**src/rtl/msr_pkg.sv**
```systemverilog
package msr_pkg;

    // Line index inside the handshake vector
    localparam int LINE_CTS   = 0;
    localparam int LINE_DSR   = 1;
    localparam int LINE_DCD   = 2;
    localparam int NUM_LINES  = 3;

    // Status byte layout (decoded by host software, so fixed)
    localparam int BIT_D_CTS  = 0;
    localparam int BIT_D_DSR  = 1;
    localparam int BIT_RSV_LO = 2;
    localparam int BIT_D_DCD  = 3;
    localparam int BIT_L_CTS  = 4;
    localparam int BIT_L_DSR  = 5;
    localparam int BIT_RSV_HI = 6;
    localparam int BIT_L_DCD  = 7;

    // Interrupt tracker states
    typedef enum logic {
        IRQ_QUIET   = 1'b0,
        IRQ_PENDING = 1'b1
    } irq_state_t;

endpackage

```
**src/rtl/msr_sync.sv**
```systemverilog
module msr_sync #(
    parameter int WIDTH     = 3,
    parameter int STAGES    = 2,
    parameter bit RESET_VAL = 1'b1
) (
    input  logic             clk,
    input  logic             rst_n,
    input  logic [WIDTH-1:0] async_in,
    output logic [WIDTH-1:0] sync_out
);

    logic [WIDTH-1:0] stage_q [STAGES];

    for (genvar s = 0; s < STAGES; s++) begin : g_stage
        if (s == 0) begin : g_first
            always_ff @(posedge clk or negedge rst_n) begin
                if (!rst_n) stage_q[s] <= {WIDTH{RESET_VAL}};
                else        stage_q[s] <= async_in;
            end
        end else begin : g_next
            always_ff @(posedge clk or negedge rst_n) begin
                if (!rst_n) stage_q[s] <= {WIDTH{RESET_VAL}};
                else        stage_q[s] <= stage_q[s-1];
            end
        end
    end

    assign sync_out = stage_q[STAGES-1];

endmodule

```
**src/rtl/msr_edge.sv**
```systemverilog
module msr_edge #(
    parameter int WIDTH     = 3,
    parameter bit RESET_VAL = 1'b1
) (
    input  logic             clk,
    input  logic             rst_n,
    input  logic [WIDTH-1:0] level,
    output logic [WIDTH-1:0] rise,
    output logic [WIDTH-1:0] change
);

    logic [WIDTH-1:0] prev_q;

    always_ff @(posedge clk or negedge rst_n) begin
        if (!rst_n) prev_q <= {WIDTH{RESET_VAL}};
        else        prev_q <= level;
    end

    always_comb begin
        rise   = level & ~prev_q;
        change = level ^ prev_q;
    end

endmodule

```
**src/rtl/msr_delta.sv**
```systemverilog
module msr_delta #(
    parameter int WIDTH = 3
) (
    input  logic             clk,
    input  logic             rst_n,
    input  logic [WIDTH-1:0] rise,
    input  logic             clr,
    output logic [WIDTH-1:0] flags
);

    logic [WIDTH-1:0] flags_q;
    logic [WIDTH-1:0] flags_d;

    // set has priority over the clearing read
    always_comb begin
        flags_d = (flags_q & {WIDTH{~clr}}) | rise;
    end

    always_ff @(posedge clk or negedge rst_n) begin
        if (!rst_n) flags_q <= '0;
        else        flags_q <= flags_d;
    end

    assign flags = flags_q;

endmodule

```
**src/rtl/msr_irq_fsm.sv**
```systemverilog
module msr_irq_fsm
    import msr_pkg::*;
(
    input  logic clk,
    input  logic rst_n,
    input  logic any_change,
    input  logic clr,
    input  logic enable,
    output logic irq
);

    irq_state_t state_q;
    irq_state_t state_d;

    // next-state: EV_CHANGE moves to pending, EV_ACK (read, no new change) back to quiet
    always_comb begin
        state_d = state_q;
        unique case (state_q)
            IRQ_QUIET: begin
                if (any_change) state_d = IRQ_PENDING;
            end
            IRQ_PENDING: begin
                if (clr && !any_change) state_d = IRQ_QUIET;
            end
            default: state_d = IRQ_QUIET;
        endcase
    end

    always_ff @(posedge clk or negedge rst_n) begin
        if (!rst_n) state_q <= IRQ_QUIET;
        else        state_q <= state_d;
    end

    always_comb begin
        irq = 1'b0;
        unique case (state_q)
            IRQ_QUIET:   irq = 1'b0;
            IRQ_PENDING: irq = enable;
            default:     irq = 1'b0;
        endcase
    end

endmodule

```
**src/rtl/modem_stat_unit.sv**
```systemverilog
module modem_stat_unit
    import msr_pkg::*;
#(
    parameter int SYNC_STAGES = 2
) (
    input  logic       clk,
    input  logic       rst_n,
    input  logic       cts_n_pin,
    input  logic       dsr_n_pin,
    input  logic       dcd_n_pin,
    input  logic       ier_msi_en,
    input  logic       rd_stb,
    output logic [7:0] rd_data,
    output logic       msi_irq
);

    logic [NUM_LINES-1:0] pins_raw;
    logic [NUM_LINES-1:0] pins_sync;
    logic [NUM_LINES-1:0] edge_rise;
    logic [NUM_LINES-1:0] edge_chg;
    logic [NUM_LINES-1:0] delta_q;

    always_comb begin
        pins_raw           = '0;
        pins_raw[LINE_CTS] = cts_n_pin;
        pins_raw[LINE_DSR] = dsr_n_pin;
        pins_raw[LINE_DCD] = dcd_n_pin;
    end

    msr_sync #(
        .WIDTH    (NUM_LINES),
        .STAGES   (SYNC_STAGES),
        .RESET_VAL(1'b1)
    ) u_sync (
        .clk     (clk),
        .rst_n   (rst_n),
        .async_in(pins_raw),
        .sync_out(pins_sync)
    );

    msr_edge #(
        .WIDTH    (NUM_LINES),
        .RESET_VAL(1'b1)
    ) u_edge (
        .clk   (clk),
        .rst_n (rst_n),
        .level (pins_sync),
        .rise  (edge_rise),
        .change(edge_chg)
    );

    msr_delta #(
        .WIDTH(NUM_LINES)
    ) u_delta (
        .clk  (clk),
        .rst_n(rst_n),
        .rise (edge_rise),
        .clr  (rd_stb),
        .flags(delta_q)
    );

    msr_irq_fsm u_irq (
        .clk       (clk),
        .rst_n     (rst_n),
        .any_change(|edge_chg),
        .clr       (rd_stb),
        .enable    (ier_msi_en),
        .irq       (msi_irq)
    );

    always_comb begin
        rd_data             = '0;
        rd_data[BIT_D_CTS]  = delta_q[LINE_CTS];
        rd_data[BIT_D_DSR]  = delta_q[LINE_DSR];
        rd_data[BIT_RSV_LO] = 1'b0;
        rd_data[BIT_D_DCD]  = delta_q[LINE_DCD];
        rd_data[BIT_L_CTS]  = ~pins_sync[LINE_CTS];
        rd_data[BIT_L_DSR]  = ~pins_sync[LINE_DSR];
        rd_data[BIT_RSV_HI] = 1'b0;
        rd_data[BIT_L_DCD]  = ~pins_sync[LINE_DCD];
    end

endmodule

```
**config.mk**
```make
export PLATFORM = sky130hd
export DESIGN_NAME = modem_stat_unit
export DESIGN_NICKNAME = d
export VERILOG_FILES = /design/src/rtl/msr_pkg.sv /design/src/rtl/msr_sync.sv /design/src/rtl/msr_edge.sv /design/src/rtl/msr_delta.sv /design/src/rtl/msr_irq_fsm.sv /design/src/rtl/modem_stat_unit.sv
export SDC_FILE = /design/constraint.sdc
export NUM_CORES = 1
export LEC_CHECK = 0
export BUFFER_PORTS_ARGS = -buffer_cell sky130_fd_sc_hd__buf_4
export CAP_MARGIN = 20
export CORE_AREA = 4 4 41 43
export CTS_CLUSTER_DIAMETER = 50
export DETAILED_ROUTE_END_ITERATION = 6
export DIE_AREA = 0 0 45 47
export PLACE_DENSITY = 0.67
export SYNTH_ARGS = -nofsm -noshare
export SYNTH_HDL_FRONTEND = slang
export SYNTH_SLANG_ARGS = --single-unit
```
**constraint.sdc**
```tcl
create_clock -name clk -period 2.86 [get_ports clk]
set_input_delay 0.286 -clock clk [delete_from_list [all_inputs] [get_ports clk]]
set_output_delay 0.286 -clock clk [all_outputs]
set_load 0.05 [all_outputs]
```
==> run metrics <==
# IOs=16; Critical Path AT=1040 ps; CTS clk-pin slew, worst paths=70 ps; fin crit share=a little under half; die extent in y=47 microns; GPL Wtd Cong=between 0.6 and 0.7; WP data required=2570 ps; Yosys cell types=10; Layout area overhead=31.0%; layout cell share with drive strength beyond 1=55.1%; Synth top area share=51.4%; endpoints failing setup=0; number of global-route vias before repair=282; Setup TNS=0 ps; power density over cell area=626 mW/mm^2; placed inst area=between 500 and 600 sq um; RR Startpoint=u_edge.prev_q[2]; # diodes=0; initial antenna violation count=0; final net count=60; DRT iter0 DRCs=0; Max Clock Skew=between 1.5 and 2 ps; ys flop type=dfstp_2; Hold Path Sink=u_sync.stage_q[3]; CTS Root Cell=clkbuf_4; CTS H-tree depth=1; crit start category=flop; final hold violation count=0; P_leak=0.321 nW; Total GRT Usage=8.28%; Fillers=between 100 and 150; Post-DRT Antenna Nets=0; post-CTS sizing=0; grt ovf=0; max cap viols=0; initial core utilization=35.4%; worst reg2reg endpoint=u_irq.state_q; top post-synthesis cells by count=dfstp_2, inv_1, a21o_1, dfrtp_1, ha_1; Post-Syn Area=460 sq um; Synth area leaders=dfstp_2, dfrtp_1, ha_1; unrepaired setup endpoints after global routing=false; Worst Path Class, Setup=flop to output pin; max-slew violations=0; Routed WL=roughly 610 microns; R2R setup slack=~1700 ps; via count=269; final routed DRC violation total=0; CTS Sinks=13; Hold Crit Depth=1; postcts setup bufs=0; # hold bufs at CTS=1; leading area contributor after synthesis=dfstp_2; Wirelength per Cell=about 9.5 microns; row cnt=13; critical path endpoint category=output pin; status=complete, no violations; DPL Wire Length=476 microns; CTS max path bufs=2; Achievable Freq=around 0.76 GHz; fin crit period=around 1300 ps; worst-case vdd ir drop=302 uV; Syn Inst Count=32; Syn. warnings=0; register area share after synthesis=around three quarters; Die Span X=45 microns; largest net degree at the start of global routing=14; port bufs=13; clock buffer count from CTS=3; Final Instance Area=a little over 600 sq um; Hold Startpoint=cts_n_pin; register bit total from synthesis=13; first-pass GRT wire length=1.15 mm; drt first pass iters=1; worst hold-check path type=primary input to flop; DR vias/cell=4.20; worst-path fanout max=3; reg2reg path depth=4; top-count cell post-synth=dfstp_2; CORE AREA=0.00130 sq mm; later-pin clock latency in the skew report=270 ps; Post-synth ARST share=100%; die area=0.00212 sq mm; Synth Area per Inst=14.4 sq um; TritonCTS clock tree=yes; Post-synth EDFFs=0
==> worst max path at each step <==
stage / startpoint / endpoint / depth (start not counted)
6_report: u_sync.sync_out[0] / rd_data[4] / 2
3_5_place_dp: u_edge.prev_q[2] / u_irq.state_q / 4
2_1_floorplan: u_edge.prev_q[2] / u_irq.state_q / 4
3_3_place_gp: u_edge.prev_q[2] / u_irq.state_q / 4
5_1_grt: u_sync.sync_out[0] / rd_data[4] / 2
4_1_cts: u_sync.sync_out[0] / rd_data[4] / 2
==> layer usage <==
| metal | up-vias | wire length (microns) | global-route usage [%] | share of wire (%) |
|---|---|---|---|---|
| met1 | 129 | 209 | 8.37 | 35 |
| met2 | 14 | 313 | 12.4 | 52 |
| li1 | 126 | - | - | - |
| met3 | 0 | 83 | 6.90 | 14 |
| met4 | 0 | 0 | 3.51 | 0 |
| met5 | - | 0 | 0 | 0 |
==> flip-flops by register name, indices dropped and copies added, names as in the netlist <==
register         count
u_delta.flags        3
u_edge.prev_q        3
u_irq.state_q        1
u_sync.stage_q       3
u_sync.sync_out      3
==> cells by family after synthesis <==
group | count (synthesis) | synth area share, %
DFF | 13 | 73.1
buffers and inverters | 9 | 8.97
AOI/OAI and AO/OA | 4 | 6.52
adders and majority gates | 3 | 8.15
and+or+nand+nor | 2 | 2.45
other | 1 | 0.814
==> area by class of cell <==
class / instances / area, sq um / share of cell area [%]
Timing Repair Buffer: 14 / 108 / 17.8
Inverter: 7 / 26.3 / 4.36
Clock buffer: 3 / 22.5 / 3.73
Multi-Input combinational cell: 11 / 86.3 / 14.3
Tap cell: 15 / 18.8 / 3.11
Sequential cell: 13 / 337 / 55.8
Clock inverter: 1 / 5.00 / 0.830
==> through the flow <==
| step | util (%) | total power [mW] | instances | hold slack [ps] | setup slack (ps) |
|---|---|---|---|---|---|
| finish | 46.3 | 0.378 | 64 | 116 | 1540 |
| global route | 46.3 | 0.402 | 64 | 87.2 | 1470 |
| CTS | 46.3 | 0.388 | 64 | 97.4 | 1510 |
| detailed placement | 43.5 | 0.273 | 59 | 136 | 1720 |
| global placement | 43.5 | 0.271 | 59 | 134 | 1740 |
| floorplan | - | 0.250 | 33 | -9.59 | 1760 |
==> cells in the final DEF (no fill, tap or decap) <==
cell	Yosys	routed
dfrtp_1	4	4
a21o_1	4	4
clkbuf_4	0	3
dfstp_2	9	9
clkinv_2	0	1
conb_1	1	2
ha_1	3	3
inv_2	1	1
dlygate4sd3_1	0	1
and2_1	1	1
inv_1	6	6
buf_4	2	13
nand3_1	1	1
==> where the power goes <==
part	internal [mW]	switching [mW]	total (mW)
combinational	0.0211	0.0431	0.0642
clock	0.0518	0.0570	0.109
sequential	0.200	0.00496	0.205
==> critical path: stages (launching register included) <==
cell and delay, ps:
dfstp_2 550, inv_1 40, buf_4 180
(Power assumes the default switching activity.)
